[config.mk]
export PLATFORM = sky130hd
export DESIGN_NAME = snd_dma_play
export DESIGN_NICKNAME = d
export VERILOG_FILES = /design/src/rtl/snd_dma_pkg.sv /design/src/rtl/snd_rate_gen.sv /design/src/rtl/snd_split_addr.sv /design/src/rtl/snd_dma_play.sv
export SDC_FILE = /design/constraint.sdc
export NUM_CORES = 1
export LEC_CHECK = 0
export BUFFER_PORTS_ARGS = -buffer_cell sky130_fd_sc_hd__buf_2
export CAP_MARGIN = 20
export CORE_AREA = 2 2 109 216
export CTS_CLUSTER_DIAMETER = 200
export DETAILED_ROUTE_END_ITERATION = 10
export DIE_AREA = 0 0 111 218
export GPL_ROUTABILITY_DRIVEN = 0
export PLACE_DENSITY = 0.56
export SLEW_MARGIN = 5
export SYNTH_ARGS = -nofsm -noshare
export SYNTH_HDL_FRONTEND = slang
export SYNTH_SLANG_ARGS = --single-unit
[constraint.sdc]
create_clock -name clk -period 4.5 [get_ports clk]
set_input_delay 0.45 -clock clk [delete_from_list [all_inputs] [get_ports clk]]
set_output_delay 0.45 -clock clk [all_outputs]
set_load 0.01 [all_outputs]
[src/rtl/snd_dma_pkg.sv]
package snd_dma_pkg;

    // register slot selected by reg_addr[3:2]
    typedef enum logic [1:0] {
        OFS_ADDR = 2'd0,
        OFS_LEN  = 2'd1,
        OFS_RATE = 2'd2,
        OFS_STAT = 2'd3
    } reg_ofs_e;

    // one stereo frame of two 16-bit samples
    localparam int FRAME_BYTES = 4;

endpackage

[src/rtl/snd_rate_gen.sv]
module snd_rate_gen #(
    parameter int DIV_W = 16
) (
    input  logic             clk,
    input  logic             rst_n,
    input  logic [DIV_W-1:0] div_i,
    output logic             tick_o
);

    logic [DIV_W-1:0] cnt_d, cnt_q;

    always_comb begin
        tick_o = 1'b0;
        cnt_d  = cnt_q;
        if (cnt_q == '0) begin
            tick_o = 1'b1;
            // a divider of zero is treated as one: period never below two cycles
            cnt_d  = (div_i == '0) ? DIV_W'(1) : div_i;
        end else begin
            cnt_d = cnt_q - DIV_W'(1);
        end
    end

    always_ff @(posedge clk or negedge rst_n) begin
        if (!rst_n) cnt_q <= '0;
        else        cnt_q <= cnt_d;
    end

endmodule

[src/rtl/snd_split_addr.sv]
module snd_split_addr #(
    parameter int ADDR_W     = 24,
    parameter int LOW_W      = 13,
    parameter int STEP       = 4,
    parameter bit LATE_CARRY = 1'b1
) (
    input  logic              clk,
    input  logic              rst_n,
    input  logic              load_i,
    input  logic [ADDR_W-1:0] load_addr_i,
    input  logic              step_i,
    input  logic              run_i,
    output logic [ADDR_W-1:0] addr_o,
    output logic              carry_o
);

    localparam int HIGH_W = ADDR_W - LOW_W;

    typedef struct packed {
        logic [HIGH_W-1:0] hi;
        logic [LOW_W-1:0]  lo;
        logic              cy;
    } ctr_t;

    ctr_t st_d, st_q;

    generate
        if (LATE_CARRY) begin : g_late
            logic [LOW_W:0] lo_sum;
            always_comb begin
                st_d   = st_q;
                lo_sum = {1'b0, st_q.lo} + (LOW_W + 1)'(STEP);
                if (load_i) begin
                    // a carry still owed from the last transfer lands on the new one
                    st_d.lo = load_addr_i[LOW_W-1:0];
                    st_d.hi = load_addr_i[ADDR_W-1:LOW_W] + HIGH_W'(st_q.cy);
                    st_d.cy = 1'b0;
                end else if (step_i) begin
                    st_d.lo = lo_sum[LOW_W-1:0];
                    st_d.hi = st_q.hi + HIGH_W'(st_q.cy);
                    st_d.cy = lo_sum[LOW_W];
                end else if (run_i) begin
                    st_d.hi = st_q.hi + HIGH_W'(st_q.cy);
                    st_d.cy = 1'b0;
                end
            end
        end else begin : g_direct
            logic [ADDR_W-1:0] nxt;
            always_comb begin
                st_d = st_q;
                nxt  = {st_q.hi, st_q.lo} + ADDR_W'(STEP);
                if (load_i) begin
                    {st_d.hi, st_d.lo} = load_addr_i;
                end else if (step_i) begin
                    {st_d.hi, st_d.lo} = nxt;
                end
                st_d.cy = 1'b0;
            end
        end
    endgenerate

    always_ff @(posedge clk or negedge rst_n) begin
        if (!rst_n) st_q <= '0;
        else        st_q <= st_d;
    end

    assign addr_o  = {st_q.hi, st_q.lo};
    assign carry_o = st_q.cy;

endmodule

[src/rtl/snd_dma_play.sv]
module snd_dma_play
    import snd_dma_pkg::*;
#(
    parameter int              ADDR_W     = 24,
    parameter int              LOW_W      = 13,
    parameter int              LEN_W      = 18,
    parameter int              DIV_W      = 16,
    parameter logic [DIV_W-1:0] DIV_RST   = 16'd16,
    parameter bit              LATE_CARRY = 1'b1
) (
    input  logic        clk,
    input  logic        rst_n,
    input  logic        reg_wr,
    input  logic [3:0]  reg_addr,
    input  logic [31:0] reg_wdata,
    output logic [31:0] reg_rdata,
    output logic        mem_req,
    output logic [23:0] mem_addr,
    input  logic        mem_ack,
    input  logic [31:0] mem_rdata,
    output logic        dac_valid,
    output logic [15:0] dac_left,
    output logic [15:0] dac_right,
    output logic        irq
);

    typedef struct packed {
        logic              busy;
        logic [LEN_W-1:0]  rem;
        logic              pend_ok;
        logic [ADDR_W-1:0] pend_addr;
        logic [LEN_W-1:0]  pend_len;
        logic [ADDR_W-1:0] stage_addr;
        logic [DIV_W-1:0]  div;
        logic              req;
        logic              out_vld;
        logic [15:0]       out_l;
        logic [15:0]       out_r;
        logic              irq;
    } ctl_t;

    ctl_t d, q;

    logic              tick;
    logic              ld;
    logic [ADDR_W-1:0] ld_addr;
    logic              step;
    logic              run;
    logic [ADDR_W-1:0] cur_addr;
    logic              carry_w;
    logic              busy_w;
    logic              full_w;
    logic              rem_zero_w;
    logic              cur_free;
    logic              fire;
    logic              took;
    logic [LEN_W-1:0]  wr_len;
    reg_ofs_e          ofs;
    logic              unused_bits;

    assign unused_bits = ^{reg_addr[1:0], reg_wdata};

    snd_rate_gen #(
        .DIV_W (DIV_W)
    ) i_rate (
        .clk    (clk),
        .rst_n  (rst_n),
        .div_i  (q.div),
        .tick_o (tick)
    );

    snd_split_addr #(
        .ADDR_W     (ADDR_W),
        .LOW_W      (LOW_W),
        .STEP       (FRAME_BYTES),
        .LATE_CARRY (LATE_CARRY)
    ) i_addr (
        .clk         (clk),
        .rst_n       (rst_n),
        .load_i      (ld),
        .load_addr_i (ld_addr),
        .step_i      (step),
        .run_i       (run),
        .addr_o      (cur_addr),
        .carry_o     (carry_w)
    );

    assign ofs        = reg_ofs_e'(reg_addr[3:2]);
    assign busy_w     = q.busy;
    assign full_w     = q.pend_ok;
    assign rem_zero_w = (q.rem == '0);
    assign wr_len     = {reg_wdata[LEN_W-1:2], 2'b00};
    // the playing slot frees this cycle when it has run out and nothing waits
    assign cur_free   = !q.busy || (rem_zero_w && !q.pend_ok);
    assign run        = q.busy && !rem_zero_w;
    // hold the fetch while a low-half carry is still on its way to the high half
    assign fire       = q.req && q.busy && !rem_zero_w && !carry_w;
    assign took       = fire && mem_ack;

    always_comb begin
        d         = q;
        d.irq     = 1'b0;
        d.out_vld = 1'b0;
        ld        = 1'b0;
        ld_addr   = q.pend_addr;
        step      = 1'b0;

        // frame pacing and fetch
        if (tick && q.busy) d.req = 1'b1;
        else if (took)      d.req = 1'b0;

        if (took) begin
            d.out_l   = mem_rdata[31:16];
            d.out_r   = mem_rdata[15:0];
            d.out_vld = 1'b1;
            d.rem     = q.rem - LEN_W'(FRAME_BYTES);
            step      = 1'b1;
        end

        // end of the playing transfer: switch to the waiting one or go idle
        if (q.busy && rem_zero_w) begin
            if (q.pend_ok) begin
                ld        = 1'b1;
                ld_addr   = q.pend_addr;
                d.rem     = q.pend_len;
                d.pend_ok = 1'b0;
                d.irq     = 1'b1;
            end else begin
                d.busy = 1'b0;
                d.req  = 1'b0;
            end
        end

        if (reg_wr) begin
            unique case (ofs)
                OFS_ADDR: d.stage_addr = reg_wdata[ADDR_W-1:0];
                OFS_LEN: begin
                    if (wr_len != '0) begin
                        if (cur_free) begin
                            ld      = 1'b1;
                            ld_addr = q.stage_addr;
                            d.busy  = 1'b1;
                            d.rem   = wr_len;
                            d.irq   = 1'b1;
                        end else if (!q.pend_ok) begin
                            d.pend_ok   = 1'b1;
                            d.pend_addr = q.stage_addr;
                            d.pend_len  = wr_len;
                        end
                    end
                end
                OFS_RATE: d.div = reg_wdata[DIV_W-1:0];
                default: ;
            endcase
        end
    end

    always_ff @(posedge clk or negedge rst_n) begin
        if (!rst_n) begin
            q     <= '0;
            q.div <= DIV_RST;
        end else begin
            q <= d;
        end
    end

    always_comb begin
        unique case (ofs)
            OFS_ADDR, OFS_LEN: reg_rdata = 32'(q.rem);
            OFS_RATE:          reg_rdata = 32'(q.div);
            default:           reg_rdata = {30'b0, full_w, busy_w};
        endcase
    end

    assign mem_req   = fire;
    assign mem_addr  = cur_addr;
    assign dac_valid = q.out_vld;
    assign dac_left  = q.out_l;
    assign dac_right = q.out_r;
    assign irq       = q.irq;

endmodule

* Word-level counts from Yosys, hierarchy flattened *
Index checks and enable logic that the tools add are counted.

cells by class
  add/subtract/negate cells = 5
  eq/ne operators = 2
  mux-type cells = 38
  bitwise logic cells = 2
  reduce and logical (&&, ||, !) cells = 24

operators with widths
  cell                     number
  $mux W62                 2
  $mux W24                 5
  $mux W102                1
  $mux W43                 2
  $mux W16                 3
  $mux W19                 2
  $pmux W18 S2             1
  $mux W33                 1
  $logic_not A16 Y1        2
  $mux W25                 1
  $add A11 B1 Y11          2
  $mux W11                 2
  $mux W20                 1
  $logic_not A18 Y1        1
  $mux W18                 1
  $reduce_bool A18 Y1      1
  $sub A18 B3 Y18 const B  1
  $sub A16 B1 Y16 const B  1
  $mux W1                  15
  $add A13 B3 Y14 const B  1
  $mux W13                 1
  $logic_and A1 B1 Y1      8
  $reduce_and A5 Y1        1
  $logic_not A1 Y1         4
  other kinds (9)          11

storage, ports and cells
  flip-flop bits (word level) = 176
  word-level logic and storage cells = 87

* Longest topological paths before layout *
  word-level depth = 13
  depth in mapped cells = 16
  gate-level depth less buffers = 14

* Cells and area by module *
From an unflattened synthesis, not the netlist that was laid out.

unflattened totals
  cell total of the unflattened synthesis = 863
  area total of the unflattened synthesis = 9100.0 µm²

by module, submodules not included
  module          instances  cells an instance  area each (µm²)  seq. area each (µm²)
  snd_dma_play    1          602                6628.9           3379.5
  snd_split_addr  1          160                1510.2           625.6
  snd_rate_gen    1          101                960.9            400.4

* Least setup slack after synthesis *
OpenSTA, ideal clock, no wires.

  path type = input-to-reg
  start point = input port reg_addr[2]
  end point = register i_addr.st_q (netlist bit i_addr.addr_o[23])
  library setup time = 0.127 ns
  arrival = 3.132 ns
  slack = 1.242 ns
  stages on the path = 16
  path buffers = 3
  path through = buf_2 -> nand2_1 -> or2_2 -> o21ai_1 -> nand2_1 -> inv_2 -> buf_2 -> clkbuf_1 -> nor2_1 -> a31oi_1 -> ha_1 -> ha_1 -> o2111ai_1 -> nor3_2 -> mux2i_1 -> nand3_1

between the ends
  word-level cells in the longest chain between the ends = 5

ends and longest elaborated chain
  element               line                  RTL
  start, declared       snd_dma_play.sv:14    input logic [3:0] reg_addr,
  $eq A2 B1 Y1 *        snd_dma_play.sv:135   unique case (ofs)
  $mux W24              snd_dma_play.sv:135
  $mux W24              snd_dma_play.sv:134   if (reg_wr) begin
  $add A11 B1 Y11       snd_split_addr.sv:36  st_d.hi = load_addr_i[ADDR_W-1:LOW_W] + HIGH_W'(st_q.cy);
  $mux W25              snd_split_addr.sv:33  if (load_i) begin
  end signal, assigned  snd_split_addr.sv:64  else st_q <= st_d;
  end, declared         snd_split_addr.sv:25  ctr_t st_d, st_q;

Every way passes the cells marked *; elsewhere a longest branch is shown, timed or not.
A chain may end at the register's enable or synchronous reset.

* Worst setup path after layout *
  start point = register q[125] (netlist bit)
  end point = register i_addr.st_q (netlist bit i_addr.addr_o[23])

between the ends
  word-level cells in the longest chain between the ends = 9

ends and longest elaborated chain
  element              line                  RTL
  start, declared      snd_dma_play.sv:42    ctl_t d, q;
  $logic_not A18 Y1 *  snd_dma_play.sv:91    assign rem_zero_w = (q.rem == '0);
  $logic_and A1 B1 Y1  snd_dma_play.sv:94    assign cur_free = !q.busy || (rem_zero_w && !q.pend_ok);
  $logic_or A1 B1 Y1   snd_dma_play.sv:94
  $mux W24             snd_dma_play.sv:139   if (cur_free) begin
  $mux W24             snd_dma_play.sv:138   if (wr_len != '0) begin
  $mux W24             snd_dma_play.sv:135
  $mux W24             snd_dma_play.sv:134
  $add A11 B1 Y11      snd_split_addr.sv:36
  $mux W25             snd_split_addr.sv:33

Marks and branches as above.

==> results.tsv <==
stage	metric	value	unit
run_status	status	completed	
layout	layout_commonest_cell	nand2_1	
floorplanning	core-area	0.02254	sq mm
clocking	h-tree-depth	4	
sta	fmax	0.2531	GHz
global_routing	grt_pass1_vias	6732	
layout	drive_gt1_share	28.24	%
power	sw_frac_of_total	34.08	%
floorplanning	die-area	0.02420	sq mm
power	clockPowerShare	26.6	%
synthesis	synthFlopType	dfrtp_1	
sta	period_needed	3.951	ns
layout	finalNetCount	1069	
clocking	post_cts_buffers	0	
sta	hold_violations	0	
worst_setup_path	reg2reg_slack	0.55	ns
drt	firstDrtPassIters	5	
synthesis	synthArstFlopShare	100.0	%
layout	diodes	0	
min_path	worst_hold_path_type	in -> async	
clocking	cts_resized	0	
drt	wl_per_cell	18.15	um
floorplanning	start_util	39.18	%
layout	multi_input_area	0.003895	sq mm
drt	wl	23.27	mm
synthesis	ys_ff_latch	176	
worst_setup_path	critPathBufInv	0	
sta	worst_slew_pin_slew	0.9722	ns
floorplanning	fp.dieH	218	um
power	p_leak	4.629	nW
power	pwr-share-comb	27.2	%
clocking	clock-sinks	176	
clocking	cts_root_buf	clkbuf_16	
worst_setup_path	path_class	reg -> reg	
sta	period_share	87.79	%
worst_setup_path	reg2reg_to	i_addr.addr_o[23]	
synthesis	post_synth.cell_area_avg	9.881	sq um
synthesis	yosysSeqAreaShare	49.87	%
sta	setup_viol	0	
clocking	cts_buffers	17	
worst_setup_path	reg2regPathDepth	12	
worst_setup_path	startpoint	q[125]	
sta	rsz0062_at_grt	false	
worst_setup_path	path_cells	nor4_4 > nand3_2 > o31a_1 > nor2_4 > nand2_1 > a31oi_1 > ha_1 > ha_1 > o2111ai_1 > nor3_2 > mux2i_1 > nand3_1	
worst_setup_path	crit_family	simple AND/OR/NAND/NOR gates	
layout	layout_common_cells	nand2_1 (188), dfrtp_1 (175), buf_2 (137), mux2_2 (80), nor2_1 (55)	
worst_setup_path	cp.depth	12	
worst_setup_path	r2r-start	q[125]	
worst_setup_path	start_kind	register	
global_routing	grt_first_pass_wirelength	36.98	mm
clocking	clkLatencyLatePin	0.44	ns
layout	nFillCells	2197	
place	post-place-ws	0.5256	ns
global_routing	grt_usage	19.90	%
drt	ant_nets	0	
synthesis	synth_cell_types	65	
synthesis	synth_top_area_share	49.58	%
sta	tns	0	ns
power	ir_drop	0.3738	mV
global_routing	grt_max_degree	99	
place	port_buffers	138	
power	power.switching	1.912	mW
synthesis	ys_warn_count	0	
power	p_seq_share	46.2	%
drt	vias	6656	
synthesis	synth.largest_area_cell	dfrtp_1	
sta	slew_headroom	34.99	%
drt	drtIter0Drc	349	
floorplanning	io_pins	163	
worst_setup_path	cp_common_cell	ha_1	
synthesis	synth_cells	894	
layout	syn_to_final_growth	14.53	%
synthesis	synth_edf_count	0	
sta	maxSlewViolCount	0	
clocking	cts_tree	done	
worst_setup_path	path_max_fanout	33	
floorplanning	die_w	111	um
power	p_int	3.699	mW
place	dp_hpwl	16.85	mm
synthesis	netlist_area	0.008833	sq mm
synthesis	synth_area_leaders	dfrtp_1 (50%), mux2_2 (10%), nand2_1 (8.0%), buf_4 (3.9%), xnor2_1 (3.1%)	
sta	setup_slack	0.5494	ns
worst_setup_path	arrival	4.28	ns
worst_setup_path	slowest_stage	nor2_4	
clocking	cts_hold_buf	0	
drt	drc	0	
global_routing	grt-ovfl-total	0	
worst_setup_path	worst_setup_path_end_kind	register	
clocking	clkSlewWorstSetupHoldPaths	0.07	ns
clocking	clockBufferDepth	2	
global_routing	antenna_found_initial	0	
worst_setup_path	required	4.83	ns
floorplanning	rows	78	
layout	regArea	0.004405	sq mm
run	maxCapViolations	0	
power	power.density	554.6	mW/mm^2
worst_setup_path	crit_end	i_addr.addr_o[23]	
worst_setup_path	slowest_delay	0.70	ns
drt	via_per_inst	5.192	
sta	fin_skew	0.009101	ns
layout make-up:
cell class / count / share of cell area (%)
Sequential cell: 176 / 43.54
Inverter: 22 / 0.8162
Multi-Input combinational cell: 623 / 38.50
Timing Repair Buffer: 149 / 7.828
Clock buffer: 20 / 4.514
Clock inverter: 12 / 1.336
Tap cell: 280 / 3.463
flip-flops by register name, indices dropped and copies added (netlist names), named ones only:
name            flops
irq                 1
dac_valid           1
i_addr.carry_o      1
busy_w              1
i_addr.addr_o      24
q                  99
dac_left           16
dac_right          16
i_rate.cnt_q       16
synth_stat cells, types with 2 or more instances:
cell	n
xor2_1	9
o21ai_0	38
buf_4	46
buf_2	5
nor3_1	12
buf_1	3
inv_2	2
o31ai_1	2
nor2_1	55
and3_1	11
and2_1	7
o31ai_4	2
o211ai_1	2
or3_1	2
nor4_1	13
xnor2_1	31
mux2i_1	5
nor4_4	2
nand2_1	188
o21ai_1	3
dfrtp_1	175
nand3_1	16
inv_1	19
nor3b_1	5
ha_1	8
or4_1	3
nor4_2	3
clkbuf_1	31
nor2b_1	4
and4_1	2
a311oi_1	6
a2bb2oi_1	2
o2bb2ai_1	4
a31oi_1	15
nand4_1	7
a22oi_1	2
nor2_4	2
mux2_2	80
a21oi_1	46
worst reg2reg max path, cell delays in order, from the launching register on:
cell and delay, ns:
dfrtp_1 0.44, nor4_4 0.38, nand3_2 0.24, o31a_1 0.46, nor2_4 0.70, nand2_1 0.11, a31oi_1 0.24, ha_1 0.22
ha_1 0.29, o2111ai_1 0.21, nor3_2 0.24, mux2i_1 0.22, nand3_1 0.09
power by group through the flow:
stage               logic [mW]  registers (mW)  clock network [mW]
finish                    1.52            2.59                1.49
global placement          1.53            2.60                   0
detailed placement        1.54            2.62                   0
floorplan                 1.16            2.53                   0
global route              1.72            2.67                1.60
CTS                       1.55            2.59                1.54
how the worst min path moves through the flow:
stage	end	slack [ns]	start
final	q[46]	0.12	rst_n
after detailed placement	dac_left[6]	0.46	dac_left[6]
after global routing	dac_right[5]	0.19	mem_rdata[5]
after floorplan	async pin	0.15	rst_n
after global placement	dac_left[14]	0.45	dac_left[14]
after CTS	q[47]	0.15	rst_n
metal layers:
layer / track usage (%) / up-vias / wire length, um
met5: 0 / - / 0
met3: 3.724 / 34 / 878
met1: 21.79 / 3252 / 8931
met4: 8.125 / 0 / 601
li1: - / 3202 / -
met2: 37.38 / 168 / 12860
stage by stage:
stage          hold WS, ns  power [mW]  utilization, %  cell area, sq um  std cells
5_1_grt             0.1906       5.984           44.88             10120       1282
3_5_place_dp        0.4564       4.163           42.22              9518       1249
4_1_cts             0.1521       5.683           44.84             10110       1281
2_1_floorplan       0.1544       3.693               -              8882        907
3_3_place_gp        0.4537       4.128           42.22              9518       1249
6_report            0.1211       5.611           44.88             10120       1282
logic make-up after synthesis:
group / count (synthesis) / share of synthesized area (%)
and+or+nand+nor: 339 / 17.69
muxes: 85 / 10.76
AOI/OAI and AO/OA: 137 / 9.830
adders and majority gates: 8 / 1.133
buffers and inverters: 108 / 6.700
xor gates and xnor gates: 40 / 3.966
other: 1 / 0.04245
DFF: 176 / 49.87
(Power assumes the default switching activity.)
